### config.mk
export PLATFORM = sky130hd
export DESIGN_NAME = wpm_write_poll_master
export DESIGN_NICKNAME = d
export VERILOG_FILES = /design/src/rtl/wpm_pkg.sv /design/src/rtl/wpm_qtick.sv /design/src/rtl/wpm_bit_engine.sv /design/src/rtl/wpm_sequencer.sv /design/src/rtl/wpm_write_poll_master.sv
export SDC_FILE = /design/constraint.sdc
export NUM_CORES = 1
export LEC_CHECK = 0
export BUFFER_PORTS_ARGS = -buffer_cell sky130_fd_sc_hd__buf_2
export CAP_MARGIN = 20
export CORE_ASPECT_RATIO = 1.4
export CORE_MARGIN = 1.5
export CORE_UTILIZATION = 54
export CTS_BUF_LIST = sky130_fd_sc_hd__clkbuf_8
export CTS_CLUSTER_DIAMETER = 150
export DETAILED_ROUTE_END_ITERATION = 16
export HOLD_SLACK_MARGIN = 0.06
export PLACE_DENSITY = 0.81
export SETUP_SLACK_MARGIN = 0.4
export SLEW_MARGIN = 5
export SYNTH_ARGS = -nofsm -noshare
export SYNTH_HDL_FRONTEND = slang
export SYNTH_SLANG_ARGS = --single-unit
### constraint.sdc
create_clock -name clk_i -period 3.1 [get_ports clk_i]
set_input_delay 0.155 -clock clk_i [delete_from_list [all_inputs] [get_ports clk_i]]
set_output_delay 0.155 -clock clk_i [all_outputs]
set_load 0.1 [all_outputs]
### src/rtl/wpm_pkg.sv
`timescale 1ns/1ps
package wpm_pkg;
  localparam int BYTE_W = 8;
  localparam int CNT_W  = $clog2(BYTE_W + 1);

  typedef enum logic [1:0] {OP_START, OP_STOP, OP_BYTE, OP_IDLE} bus_op_e;

  typedef enum logic [3:0] {
    S_IDLE, S_W_START, S_W_CTRL, S_W_ADDR, S_W_DATA,
    S_STOP, S_GAP, S_P_START, S_P_CTRL
  } seq_state_e;

  typedef enum logic [2:0] {NX_POLL, NX_OK, NX_GAP, NX_NACK, NX_TMO} stop_next_e;
endpackage

### src/rtl/wpm_qtick.sv
`timescale 1ns/1ps
module wpm_qtick #(
  parameter int DIV = 4
) (
  input  logic clk_i,
  input  logic rst_ni,
  input  logic run_i,
  output logic tick_o
);
  localparam int CW = (DIV > 1) ? $clog2(DIV) : 1;

  logic [CW-1:0] cnt_q;

  assign tick_o = run_i && (cnt_q == CW'(DIV - 1));

  always_ff @(posedge clk_i or negedge rst_ni) begin
    if (!rst_ni)          cnt_q <= '0;
    else if (!run_i)      cnt_q <= '0;
    else if (tick_o)      cnt_q <= '0;
    else                  cnt_q <= cnt_q + 1'b1;
  end

  generate
    if (DIV > 1) begin : g_spacing
      AST_TICK_SPACED: assert property (@(posedge clk_i) disable iff (!rst_ni)
        tick_o |=> !tick_o);
    end
  endgenerate
endmodule

### src/rtl/wpm_bit_engine.sv
`timescale 1ns/1ps
module wpm_bit_engine
  import wpm_pkg::*;
(
  input  logic              clk_i,
  input  logic              rst_ni,
  input  logic              go_i,
  input  bus_op_e           op_i,
  input  logic [BYTE_W-1:0] byte_i,
  input  logic              tick_i,
  input  logic              sda_i,
  output logic              busy_o,
  output logic              fin_o,
  output logic              ack_o,
  output logic              scl_o,
  output logic              sda_oe_o
);
  localparam logic [CNT_W-1:0] ACK_SLOT = CNT_W'(BYTE_W);

  bus_op_e           op_q;
  logic              busy_q, rx_q, scl_q, oe_q;
  logic [1:0]        ph_q;
  logic [CNT_W-1:0]  bit_q;
  logic [BYTE_W-1:0] sh_q;
  logic              last;
  logic              cur_low, nxt_low;

  // returns {scl, sda pull-down}
  function automatic logic [1:0] drive(bus_op_e op, logic [1:0] ph, logic low);
    logic [1:0] r;
    case (op)
      OP_START: r = (ph == 2'd0) ? 2'b10 : (ph == 2'd3) ? 2'b01 : 2'b11;
      OP_STOP:  r = (ph == 2'd0) ? 2'b01 : (ph == 2'd3) ? 2'b10 : 2'b11;
      OP_BYTE:  r = {(ph == 2'd1) || (ph == 2'd2), low};
      default:  r = 2'b10;
    endcase
    return r;
  endfunction

  assign last    = (op_q != OP_BYTE) || (bit_q == ACK_SLOT);
  assign fin_o   = busy_q && tick_i && (ph_q == 2'd3) && last;
  assign cur_low = (bit_q != ACK_SLOT) && !sh_q[BYTE_W-1];
  assign nxt_low = ((bit_q + 1'b1) != ACK_SLOT) && !sh_q[BYTE_W-2];

  always_ff @(posedge clk_i or negedge rst_ni) begin
    if (!rst_ni) begin
      busy_q <= 1'b0;
      op_q   <= OP_IDLE;
      ph_q   <= 2'd0;
      bit_q  <= '0;
      sh_q   <= '0;
      rx_q   <= 1'b1;
      scl_q  <= 1'b1;
      oe_q   <= 1'b0;
    end else if (go_i) begin
      busy_q         <= 1'b1;
      op_q           <= op_i;
      ph_q           <= 2'd0;
      bit_q          <= '0;
      sh_q           <= byte_i;
      {scl_q, oe_q}  <= drive(op_i, 2'd0, !byte_i[BYTE_W-1]);
    end else if (busy_q && tick_i) begin
      if (ph_q == 2'd1) rx_q <= sda_i;  // sampled a quarter after SCL rises
      if (ph_q == 2'd3) begin
        if (last) begin
          busy_q <= 1'b0;
        end else begin
          ph_q          <= 2'd0;
          bit_q         <= bit_q + 1'b1;
          sh_q          <= {sh_q[BYTE_W-2:0], 1'b0};
          {scl_q, oe_q} <= drive(op_q, 2'd0, nxt_low);
        end
      end else begin
        ph_q          <= ph_q + 2'd1;
        {scl_q, oe_q} <= drive(op_q, ph_q + 2'd1, cur_low);
      end
    end
  end

  assign busy_o   = busy_q;
  assign ack_o    = !rx_q;
  assign scl_o    = scl_q;
  assign sda_oe_o = oe_q;

  AST_DATA_HELD_SCL_HIGH: assert property (@(posedge clk_i) disable iff (!rst_ni)
    (busy_q && op_q == OP_BYTE && scl_q && $past(scl_q) && $past(busy_q && op_q == OP_BYTE))
    |-> $stable(oe_q));
  AST_NINTH_RELEASED: assert property (@(posedge clk_i) disable iff (!rst_ni)
    (busy_q && op_q == OP_BYTE && bit_q == ACK_SLOT) |-> !oe_q);
endmodule

### src/rtl/wpm_sequencer.sv
`timescale 1ns/1ps
module wpm_sequencer
  import wpm_pkg::*;
#(
  parameter logic [3:0] DEV_CODE    = 4'b1010,
  parameter int         MAX_POLLS   = 64,
  parameter int         GAP_PERIODS = 2
) (
  input  logic              clk_i,
  input  logic              rst_ni,
  input  logic              cmd_valid_i,
  input  logic [BYTE_W-1:0] addr_i,
  input  logic [BYTE_W-1:0] data_i,
  input  logic              fin_i,
  input  logic              ack_i,
  input  logic              busy_i,
  output logic              cmd_ready_o,
  output logic              go_o,
  output bus_op_e           op_o,
  output logic [BYTE_W-1:0] byte_o,
  output logic              done_o,
  output logic              nack_err_o,
  output logic              tmo_err_o
);
  localparam int PW = $clog2(MAX_POLLS + 1);
  localparam int GW = $clog2(GAP_PERIODS + 1);
  localparam logic [BYTE_W-1:0] CTRL_WR = {DEV_CODE, 3'b000, 1'b0};

  seq_state_e        st_q, st_d;
  stop_next_e        nx_q, nx_d;
  logic [PW-1:0]     polls_q, polls_d;
  logic [GW-1:0]     gap_q, gap_d;
  logic [BYTE_W-1:0] addr_q, data_q;
  logic              latch;
  logic              done_q, done_d, nack_q, nack_d, tmo_q, tmo_d;

  always_comb begin
    st_d    = st_q;
    nx_d    = nx_q;
    polls_d = polls_q;
    gap_d   = gap_q;
    go_o    = 1'b0;
    op_o    = OP_IDLE;
    byte_o  = CTRL_WR;
    latch   = 1'b0;
    done_d  = 1'b0;
    nack_d  = 1'b0;
    tmo_d   = 1'b0;
    case (st_q)
      S_IDLE: if (cmd_valid_i) begin
        latch = 1'b1; go_o = 1'b1; op_o = OP_START; st_d = S_W_START;
      end
      S_W_START: if (fin_i) begin
        go_o = 1'b1; op_o = OP_BYTE; st_d = S_W_CTRL;
      end
      S_W_CTRL: if (fin_i) begin
        go_o = 1'b1;
        if (ack_i) begin op_o = OP_BYTE; byte_o = addr_q; st_d = S_W_ADDR; end
        else begin op_o = OP_STOP; nx_d = NX_NACK; st_d = S_STOP; end
      end
      S_W_ADDR: if (fin_i) begin
        go_o = 1'b1;
        if (ack_i) begin op_o = OP_BYTE; byte_o = data_q; st_d = S_W_DATA; end
        else begin op_o = OP_STOP; nx_d = NX_NACK; st_d = S_STOP; end
      end
      S_W_DATA: if (fin_i) begin
        go_o = 1'b1; op_o = OP_STOP; st_d = S_STOP;
        nx_d = ack_i ? NX_POLL : NX_NACK;
      end
      S_STOP: if (fin_i) begin
        case (nx_q)
          NX_POLL: begin go_o = 1'b1; op_o = OP_START; polls_d = '0; st_d = S_P_START; end
          NX_GAP:  begin go_o = 1'b1; op_o = OP_IDLE; gap_d = GW'(GAP_PERIODS - 1); st_d = S_GAP; end
          NX_OK:   begin done_d = 1'b1; st_d = S_IDLE; end
          NX_NACK: begin done_d = 1'b1; nack_d = 1'b1; st_d = S_IDLE; end
          default: begin done_d = 1'b1; tmo_d = 1'b1; st_d = S_IDLE; end
        endcase
      end
      S_GAP: if (fin_i) begin
        go_o = 1'b1;
        if (gap_q == '0) begin op_o = OP_START; st_d = S_P_START; end
        else begin op_o = OP_IDLE; gap_d = gap_q - 1'b1; end
      end
      S_P_START: if (fin_i) begin
        go_o = 1'b1; op_o = OP_BYTE; polls_d = polls_q + 1'b1; st_d = S_P_CTRL;
      end
      S_P_CTRL: if (fin_i) begin
        go_o = 1'b1; op_o = OP_STOP; st_d = S_STOP;
        if (ack_i)                              nx_d = NX_OK;
        else if (polls_q == PW'(MAX_POLLS))     nx_d = NX_TMO;
        else                                    nx_d = NX_GAP;
      end
      default: st_d = S_IDLE;
    endcase
  end

  always_ff @(posedge clk_i or negedge rst_ni) begin
    if (!rst_ni) begin
      st_q    <= S_IDLE;
      nx_q    <= NX_OK;
      polls_q <= '0;
      gap_q   <= '0;
      addr_q  <= '0;
      data_q  <= '0;
      done_q  <= 1'b0;
      nack_q  <= 1'b0;
      tmo_q   <= 1'b0;
    end else begin
      st_q    <= st_d;
      nx_q    <= nx_d;
      polls_q <= polls_d;
      gap_q   <= gap_d;
      done_q  <= done_d;
      nack_q  <= nack_d;
      tmo_q   <= tmo_d;
      if (latch) begin
        addr_q <= addr_i;
        data_q <= data_i;
      end
    end
  end

  assign cmd_ready_o = (st_q == S_IDLE);
  assign done_o      = done_q;
  assign nack_err_o  = nack_q;
  assign tmo_err_o   = tmo_q;

  AST_POLL_LIMIT: assert property (@(posedge clk_i) disable iff (!rst_ni)
    polls_q <= PW'(MAX_POLLS));
  AST_GO_WHEN_FREE: assert property (@(posedge clk_i) disable iff (!rst_ni)
    go_o |-> (!busy_i || fin_i));
  AST_SINGLE_ERROR: assert property (@(posedge clk_i) disable iff (!rst_ni)
    done_q |-> !(nack_q && tmo_q));
endmodule

### src/rtl/wpm_write_poll_master.sv
`timescale 1ns/1ps
module wpm_write_poll_master #(
  parameter int         CLK_DIV     = 125,
  parameter int         MAX_POLLS   = 64,
  parameter int         GAP_PERIODS = 2,
  parameter logic [3:0] DEV_CODE    = 4'b1010
) (
  input  logic       clk_i,
  input  logic       rst_ni,
  input  logic       cmd_valid_i,
  output logic       cmd_ready_o,
  input  logic [7:0] cmd_addr_i,
  input  logic [7:0] cmd_data_i,
  output logic       scl_o,
  input  logic       sda_i,
  output logic       sda_oe_o,
  output logic       done_o,
  output logic       nack_err_o,
  output logic       timeout_err_o
);
  import wpm_pkg::*;

  logic              busy, tick, fin, ack, go;
  bus_op_e           op;
  logic [BYTE_W-1:0] tx_byte;

  wpm_qtick #(.DIV(CLK_DIV)) i_qtick (
    .clk_i  (clk_i),
    .rst_ni (rst_ni),
    .run_i  (busy),
    .tick_o (tick)
  );

  wpm_bit_engine i_engine (
    .clk_i    (clk_i),
    .rst_ni   (rst_ni),
    .go_i     (go),
    .op_i     (op),
    .byte_i   (tx_byte),
    .tick_i   (tick),
    .sda_i    (sda_i),
    .busy_o   (busy),
    .fin_o    (fin),
    .ack_o    (ack),
    .scl_o    (scl_o),
    .sda_oe_o (sda_oe_o)
  );

  wpm_sequencer #(
    .DEV_CODE    (DEV_CODE),
    .MAX_POLLS   (MAX_POLLS),
    .GAP_PERIODS (GAP_PERIODS)
  ) i_seq (
    .clk_i       (clk_i),
    .rst_ni      (rst_ni),
    .cmd_valid_i (cmd_valid_i),
    .addr_i      (cmd_addr_i),
    .data_i      (cmd_data_i),
    .fin_i       (fin),
    .ack_i       (ack),
    .busy_i      (busy),
    .cmd_ready_o (cmd_ready_o),
    .go_o        (go),
    .op_o        (op),
    .byte_o      (tx_byte),
    .done_o      (done_o),
    .nack_err_o  (nack_err_o),
    .tmo_err_o   (timeout_err_o)
  );

  AST_DONE_BUS_IDLE: assert property (@(posedge clk_i) disable iff (!rst_ni)
    done_o |-> (scl_o && !sda_oe_o));
  AST_READY_NOT_BUSY: assert property (@(posedge clk_i) disable iff (!rst_ni)
    cmd_ready_o |-> !busy);
  AST_FLAG_NEEDS_DONE: assert property (@(posedge clk_i) disable iff (!rst_ni)
    (nack_err_o || timeout_err_o) |-> done_o);
endmodule

==> flow_summary.ini, run 1 <==
[logic_synthesis]
syn_inst = 349
syn_area_per_cell_um2 = 10.27
synth_top_area_share_pct = 39.78
synth-edff-count = 0
yosysMostFrequentCell = dfrtp_1
ys_types = 65
async_reset_ff_share_pct = 100.0
yosys-top-cells-count = dfrtp_1 (57), nor2_1 (34), inv_1 (24)
ys_top_cells_by_area = dfrtp_1 (40%), ha_1 (5.6%), mux2i_1 (5.0%)
ys_ff_latch = 62
synth_top_area_cell = dfrtp_1
synth_ff_type = dfrtp_1
ys_warn_count = 0
syn_nets = 385
synth-seq-area-share_pct = 43.44
synth_area_um2 = 3586

[routing]
drtAntennaViolNets = 0
wl_mm = 8.181
num_vias = 2882
drc = 1
wl_per_cell_um = 16.70
via_per_inst = 5.882
drtIter0Drc = 258
firstDrtPassIters = 10

[floorplan]
die_h_um = 99.42
placement_rows = 35
initial_core_util_pct = 55.33
core_um2 = 6481
fp.dieW_um = 71.87
pin_count = 26
dieArea_um2 = 7145

[run_status]
status = complete, but fails checks
violations = DRC

[worst_setup_path]
cp_slowest_cell = dfstp_2
cp-start-kind = flop
reg2reg_to = i_engine.sda_oe_o
criticalPathCategory = flop to flop
rrSetupSlack_ns = 0.33
crit_fanout = 2
path_cells = inv_2 -> ha_4 -> or2b_4 -> a211o_4 -> a311o_1 -> nor4b_4 -> buf_4 -> inv_1 -> ha_2 -> o211ai_1 -> o31ai_1
cp_slowest_stage_delay_ns = 0.55
arrival_ns = 3.00
worstPathRequired_ns = 3.34
r2r_start = i_engine.op_q[0]
cp-end-kind = flop
ff2ff_path_depth = 11

[worst_hold_path]
min_path_type = input port to async pin

[sta]
fin_crit_sh_pct = 89.27
finalHoldViolations = 0
fmax_mhz = 361.4
grt_setup_unrepaired = true
skew_ns = 0.01058
tightestPinTransition_ns = 0.7265
max_slew_margin_pct = 51.56
finalCriticalPeriod_ns = 2.767
setup_violations = 0
slew_viol_final = 0
fin_tns_setup_ns = 0

[layout]
area_delta_synth_final_pct = 22.82
drive_gt1_share_pct = 25.24
insertedDiodeCount = 0
final_nets = 447

[power_and_ir_drop]
power_per_cell_area_nw_per_um2 = 355.4
power_w = 0.001565
p_leak_nw = 2.042
ir_worst_vdd_v = 0.0003308
clkPwrFrac_pct = 45.1
switching_share_pct = 22.87
pwr-share-comb_pct = 3.2
p_int_w = 0.001207
switchingPower_w = 0.0003579
pwr-share-seq_pct = 51.7

[clocking]
cts_max_level = 3
clk_latency_ns = 0.36
path_clk_slew_ns = 0.08
cts_made_buffers = 9
cts.sinks = 62
cts_tree = yes
cts-root-buf = clkbuf_8
clockBufferDepth = 2

[global_routing]
grt_antenna_before_repair = 0
grt_max_degree = 30
grt_remaining_overflow = 0
grt_usage_pct = 24.20
grt_pass1_vias = 2969
grt_pass1_wl_mm = 13.43

[place]
place_congestion = 0.9516
place_hpwl_mm = 5.210
io_buffers = 25

[flow_run]
maxCapViolCount = 0
final cells by class:
class | count | area, µm²
Timing Repair Buffer | 68 | 513.0
Clock inverter | 7 | 75.07
Tap cell | 74 | 92.59
Inverter | 24 | 90.09
Sequential cell | 62 | 1559
Multi-Input combinational cell | 246 | 1951
Clock buffer | 9 | 123.9
Fill cell | 465 | 2077
placed cells by master, fill, tap and decap left out, types with 3 or more instances in the layout:
master / instances
xor2_1: 10
and3_1: 6
mux2_1: 13
or3_1: 4
mux2i_1: 18
dfstp_2: 5
nand4_1: 3
ha_1: 11
clkinvlp_4: 3
dfrtp_1: 56
nand3_1: 11
buf_2: 25
xnor2_1: 5
and2_1: 3
o211ai_1: 4
nand2_1: 17
ha_2: 3
buf_4: 22
inv_1: 23
nor3_1: 6
o22ai_1: 7
mux2_2: 8
clkbuf_8: 9
nor2b_1: 4
nor2_1: 34
dlygate4sd3_1: 18
o21ai_1: 5
o21ai_0: 8
nor4_4: 3
a21oi_1: 13
power groups by stage:
stage,logic (W),clock network [W],registers [W]
after floorplan,0.00000124,0,0.000824
after global placement,0.0000300,0,0.000824
after detailed placement,0.0000338,0,0.000824
after CTS,0.0000509,0.000711,0.000809
after global routing,0.0000568,0.000748,0.000808
final,0.0000508,0.000706,0.000809
logic make-up after synthesis:
group,Yosys count,share of synthesized area (%)
buf+inv,41,4.920
mux,39,11.62
compound gates,66,13.40
xor+xnor,15,3.663
simple gates,110,17.38
fa+ha+maj,16,5.583
flops,62,43.44
worst max path at each step:
stage | endpoint | depth (start not counted) | start | slack [ns]
final | i_engine.sda_oe_o | 11 | i_engine.op_q[0] | 0.33
after global routing | i_engine.sda_oe_o | 13 | i_engine.op_q[0] | 0.19
after CTS | i_engine.sda_oe_o | 11 | i_engine.op_q[0] | 0.24
after detailed placement | i_engine.sda_oe_o | 11 | i_engine.op_q[0] | 0.24
after global placement | i_engine.sda_oe_o | 11 | i_engine.op_q[0] | 0.33
after floorplan | i_engine.sda_oe_o | 11 | i_engine.op_q[0] | 0.42
routing by layer:
layer	share of wire, %	global-route usage [%]	up-vias
li1	-	-	1364
met1	39	28.70	1395
met2	53	39.89	96
met3	4.9	6.484	27
met4	3.0	12.63	0
met5	0	0	-
through the flow:
step	cells	utilization (%)	instance area, µm²	hold slack (ns)	setup slack (ns)
after floorplan	349	-	3598	-0.1406	0.4163
after global placement	439	58.47	3790	0.3723	0.3342
after detailed placement	440	58.78	3810	0.1732	0.2371
after CTS	483	66.10	4284	0.3314	0.2444
after global routing	490	67.95	4404	0.3530	0.1940
final	490	67.95	4404	0.3141	0.3327
timing repair:
| item | CTS | global route |
|---|---|---|
| resized for setup | 6 | 15 |
| hold buffers | 18 | 0 |
| endpoints found under the hold margin | 38 | 0 |
| endpoints found under the setup margin | 2 | 2 |
| pin swaps | 8 | 10 |
| buffers inserted | 9 | 7 |
sequential cells by signal, summed over array words and instances, names as in the netlist, 3 cells and up:
name	flops
i_qtick.cnt_q	7
i_seq.addr_q	8
i_seq.data_q	8
i_engine.bit_q	4
i_seq.nx_q	3
i_seq.st_q	4
i_seq.polls_q	7
i_engine.sh_q	8
critical path: cells and delay by family, from the launching register on:
kind                     cells  cell delay [ns]
AO/OA/AOI/OAI                4             0.97
adder cells (fa/ha/maj)      2             0.32
buffers and inverters        3             0.29
flip-flops                   1             0.55
AND/OR/NAND/NOR              2             0.53
(Power assumes the default switching activity.)
==> inputs of run 2 (changes only) <==
Settings changed: ABC_AREA set to 1.
==> flow_summary.ini, run 2 <==
[run_status]
status = completed

[logic_synthesis]
yosys-top-cells-count = nand2_1 (124), inv_1 (58), dfrtp_1 (57)
async_reset_ff_share_pct = 100.0
ys_top_cells_by_area = dfrtp_1 (38%), nand2_1 (13%), inv_1 (5.9%)
syn_inst = 461
synth-seq-area-share_pct = 41.93
syn_area_per_cell_um2 = 8.058
synth-edff-count = 0
synth_area_um2 = 3715
yosysMostFrequentCell = nand2_1
syn_nets = 497
synth_ff_type = dfrtp_1
synth_top_area_share_pct = 38.40
ys_warn_count = 0
ys_ff_latch = 62
synth_top_area_cell = dfrtp_1
ys_types = 38

[power_and_ir_drop]
ir_worst_vdd_v = 0.0005162
p_int_w = 0.001789
switchingPower_w = 0.001279
power_per_cell_area_nw_per_um2 = 703.3
switching_share_pct = 41.69
pwr-share-seq_pct = 35.8
pwr-share-comb_pct = 38.4
p_leak_nw = 2.260
clkPwrFrac_pct = 25.8
power_w = 0.003067

[floorplan]
placement_rows = 35
initial_core_util_pct = 56.18
fp.dieW_um = 73.10
core_um2 = 6613
die_h_um = 101.1
dieArea_um2 = 7393
pin_count = 26

[sta]
fin_tns_setup_ns = 0
max_slew_margin_pct = 62.47
finalCriticalPeriod_ns = 2.346
fin_crit_sh_pct = 75.69
tightestPinTransition_ns = 0.5617
grt_setup_unrepaired = false
fmax_mhz = 426.2
setup_violations = 0
slew_viol_final = 0
skew_ns = 0.01577
finalHoldViolations = 0

[clocking]
cts_made_buffers = 9
cts-root-buf = clkbuf_8
cts_tree = yes
cts.sinks = 62
cts_resized = 0
cts_max_level = 3
clockBufferDepth = 2
path_clk_slew_ns = 0.07
clk_latency_ns = 0.35

[routing]
via_per_inst = 5.160
drtIter0Drc = 169
drtAntennaViolNets = 0
drc = 0
num_vias = 3158
wl_mm = 8.155
wl_per_cell_um = 13.33
firstDrtPassIters = 4

[worst_setup_path]
worstPathRequired_ns = 3.37
arrival_ns = 2.61
path_cells = inv_1 -> ha_1 -> nand2_1 -> nand2_2 -> nor2_8 -> nand2_1 -> nand2_1 -> nand2_1 -> inv_1 -> nand2_1 -> ha_1 -> inv_1 -> nand3_1 -> a21oi_1
cp-end-kind = flop
path_delay_family = simple AND/OR/NAND/NOR gates
critical_path_buf_inv_count = 3
criticalPathCategory = flop to flop
crit_fanout = 11
cp-start-kind = flop
cp_slowest_cell = dfstp_2
cp_slowest_stage_delay_ns = 0.56
cp_common_cell = nand2_1

[layout]
top_regs = i_engine.sh_q (8), i_seq.addr_q (8), i_seq.data_q (8)
drive_gt1_share_pct = 21.35
final_common_cell = nand2_1
area_delta_synth_final_pct = 17.41
insertedDiodeCount = 0
final_nets = 551
final_cell_mix = nand2_1 (124), inv_1 (58), dfrtp_1 (57)

[worst_hold_path]
min_path_type = input port to async pin

[global_routing]
grt_max_degree = 33
grt_antenna_before_repair = 0
grt_pass1_vias = 3103
grt_usage_pct = 24.38
grt_pass1_wl_mm = 13.79
grt_remaining_overflow = 0

[place]
place_hpwl_mm = 5.773
io_buffers = 25
place_congestion = 0.8852

[flow_run]
maxCapViolCount = 0
==> run 2: worst paths after layout <==
path	startpoint	endpoint	slack (ns)	cells after the start
worst max register to register	i_engine.op_q[0]	i_engine.sda_oe_o	0.75	14
max in group asynchronous	rst_ni	i_engine.op_q[0]	2.20	3
min in group clk_i	cmd_valid_i	i_seq.addr_q[6]	0.26	5
worst min-delay path	rst_ni	i_seq.st_q[0]	0.20	2
worst min register to register	i_qtick.cnt_q[0]	i_qtick.cnt_q[0]	0.47	1
worst max-delay path	i_engine.op_q[0]	i_engine.sda_oe_o	0.75	14
==> run 2: cell families (layout without fill, tap and decap cells) <==
logic type	after synthesis	in the layout	synth area share (%)
AO/OA/AOI/OAI	52	52	8.252
XOR/XNOR	6	6	1.415
adder cells (fa/ha/maj)	16	16	5.389
buffers and inverters	73	132	8.420
flip-flops	62	62	41.93
AND/OR/NAND/NOR	252	252	34.59
==> run 2: per-layer routing <==
layer	wire length, µm	global-route usage [%]
met5	0	0
met4	193	10.45
met3	260	4.279
met2	4221	42.52
met1	3480	29.20
==> run 2: cell type report <==
| class | instances | area [µm²] |
|---|---|---|
| fill | 526 | 2251 |
| multi-input combinational | 326 | 1844 |
| sequential | 62 | 1558 |
| timing repair buffer | 50 | 357.8 |
| inverter | 66 | 264.0 |
| clock buffer | 9 | 123.9 |
| tap | 92 | 115.1 |
| clock inverter | 7 | 98.84 |
==> run 2: power by group through the flow <==
stage                     clock network [W]  logic (W)  registers, W
after global routing               0.000837    0.00131       0.00112
final                              0.000791    0.00118       0.00110
after floorplan                           0   0.000857       0.00116
after CTS                          0.000808    0.00117       0.00110
after global placement                    0    0.00112       0.00110
after detailed placement                  0    0.00115       0.00111
==> run 2: timing repair <==
| item | in CTS | in global routing |
|---|---|---|
| setup endpoints to repair | 0 | 1 |
| setup buffers | 0 | 5 |
| hold buffers | 18 | 0 |
| hold endpoints to repair | 71 | 0 |
==> run 2: per-stage QoR <==
| stage | worst slack (ns) | hold slack [ns] | std cells | cell area (µm²) | util [%] |
|---|---|---|---|---|---|
| 2_1_floorplan | 0.9625 | -0.1406 | 461 | 3715 | - |
| 3_3_place_gp | 0.7766 | 0.04046 | 573 | 3921 | 59.30 |
| 3_5_place_dp | 0.6796 | 0.03084 | 573 | 3921 | 59.30 |
| 4_1_cts | 0.6400 | 0.1837 | 607 | 4324 | 65.39 |
| 5_1_grt | 0.5138 | 0.2275 | 612 | 4362 | 65.96 |
| 6_report | 0.7536 | 0.2023 | 612 | 4362 | 65.96 |
==> inputs of run 3 (changes only) <==
Clock period 3.1 ns to 2.3 ns, I/O delays scaled along.
==> flow_summary.ini, run 3 (synthesis gave the netlist of run 2 again) <==
[global_routing]
grt_antenna_before_repair = 0
grt_remaining_overflow = 0
grt_max_degree = 37
grt_usage_pct = 26.91
grt_pass1_vias = 3448
grt_pass1_wl_mm = 15.44

[sta]
slew_viol_final = 0
fmax_mhz = 439.5
grt_setup_unrepaired = true
finalCriticalPeriod_ns = 2.275
skew_ns = 0.01197
setup_violations = 0
worst_slack_ns = 0.02461
fin_crit_sh_pct = 98.93
max_slew_margin_pct = 56.44
tightestPinTransition_ns = 0.6534
finalHoldViolations = 0

[flow_run]
maxCapViolCount = 0

[clocking]
cts.sinks = 62
path_clk_slew_ns = 0.07
clk_latency_ns = 0.34
clockBufferDepth = 2
cts_made_buffers = 9
cts-root-buf = clkbuf_8
cts_tree = yes
cts_max_level = 3

[routing]
via_per_inst = 5.433
wl_mm = 9.647
drtIter0Drc = 201
wl_per_cell_um = 15.19
drc = 0
firstDrtPassIters = 5
num_vias = 3450
drtAntennaViolNets = 0

[place]
place_ws_ns = 0.07917
place_congestion = 0.9120
dp_cells = 577
place_hpwl_mm = 5.709
postPlaceCellArea_um2 = 4009
io_buffers = 25

[floorplan]
die_h_um = 101.1
core_um2 = 6613
initial_core_util_pct = 56.18
fp.dieW_um = 73.10
placement_rows = 35
dieArea_um2 = 7393
pin_count = 26

[worst_setup_path]
reg2reg_to = i_engine.sda_oe_o
criticalPathCategory = flop to flop
cp-end-kind = flop
r2r_start = i_engine.op_q[0]
rrSetupSlack_ns = 0.02
crit_fanout = 5
worstPathRequired_ns = 2.56
ff2ff_path_depth = 14
arrival_ns = 2.53
cp-start-kind = flop

[power_and_ir_drop]
ir_worst_vdd_v = 0.001020
power_per_cell_area_nw_per_um2 = 971.2
p_int_w = 0.002602
p_leak_nw = 2.381
pwr-share-seq_pct = 32.6
clkPwrFrac_pct = 21.4
pwr-share-comb_pct = 46.0
power_w = 0.004556
switchingPower_w = 0.001954
switching_share_pct = 42.89

[run_status]
status = completed

[worst_hold_path]
min_path_type = input port to async pin

[layout]
final_nets = 574
drive_gt1_share_pct = 29.28
stdcell_count = 635
insertedDiodeCount = 0
final_cell_mix = nand2_1 (117), dfrtp_1 (57), inv_1 (52)
top_regs = i_engine.sh_q (8), i_seq.addr_q (8), i_seq.data_q (8)
nFillCells = 455
area_delta_synth_final_pct = 26.27
final_common_cell = nand2_1
stdcell_area_um2 = 4691
-- run 3: what timing repair did --
| item | CTS | global route |
|---|---|---|
| hold buffers | 18 | 0 |
| setup buffers | 18 | 6 |
| pin swaps | 8 | 16 |
| cloned | 0 | 0 |
| endpoints found under the hold margin | 42 | 0 |
| endpoints found under the setup margin | 13 | 28 |
| resized for setup | 9 | 28 |
-- run 3: worst max-delay path by stage --
stage	startpoint	end	slack (ns)	cells past startpoint
floorplan	i_engine.op_q[0]	i_engine.sda_oe_o	0.24	14
global placement	i_qtick.cnt_q[0]	i_engine.sda_oe_o	0.18	15
detailed placement	i_qtick.cnt_q[0]	i_engine.sda_oe_o	0.08	15
CTS	i_qtick.cnt_q[0]	i_engine.sda_oe_o	0.1	15
global route	i_engine.bit_q[1]	i_engine.sda_oe_o	-0.07	15
finish	i_engine.op_q[0]	i_engine.sda_oe_o	0.02	14
-- run 3: power groups by stage --
stage	Combinational [W]	Sequential, W	Clock [W]
after global routing	0.00226	0.00151	0.00104
after detailed placement	0.00159	0.00149	0
after floorplan	0.00117	0.00157	0
after CTS	0.00183	0.00147	0.000981
after global placement	0.00154	0.00148	0
final	0.00209	0.00149	0.000977
-- run 3: critical path: stages (launching register included) --
cell and delay [ns]:
dfstp_2 0.54, inv_2 0.05, ha_4 0.16, nand2_4 0.10
nand2_4 0.08, nor2_8 0.16, nand2_1 0.10, nand2_2 0.11
nand2_2 0.10, nor2_4 0.17, ha_4 0.15, nand4_1 0.09
nand2_1 0.13, nand3_1 0.09, a21oi_1 0.16
-- run 3: area by class of cell --
| cell class | count | area (µm²) | share of cell area [%] |
|---|---|---|---|
| multi-input combinational | 326 | 2002 | 42.68 |
| sequential | 62 | 1558 | 33.21 |
| timing repair buffer | 73 | 553.0 | 11.79 |
| inverter | 66 | 261.5 | 5.575 |
| clock buffer | 11 | 151.4 | 3.228 |
| tap | 92 | 115.1 | 2.454 |
| clock inverter | 5 | 50.05 | 1.067 |
-- run 3: stage by stage --
stage | setup TNS, ns | utilization [%] | hold WS [ns]
6_report | 0 | 70.94 | 0.3428
3_3_place_gp | 0 | 60.62 | 0.1610
4_1_cts | 0 | 68.70 | 0.3151
2_1_floorplan | 0 | - | -0.1806
3_5_place_dp | 0 | 60.62 | 0.1764
5_1_grt | -0.07174 | 70.94 | 0.3810
-- run 3: per-layer routing --
layer | vias up | GRT usage, % | wire length [µm]
met5 | - | 0 | 0
met2 | 130 | 47.76 | 5145
met3 | 38 | 3.682 | 410
li1 | 1633 | - | -
met1 | 1649 | 31.17 | 3735
met4 | 0 | 13.64 | 355
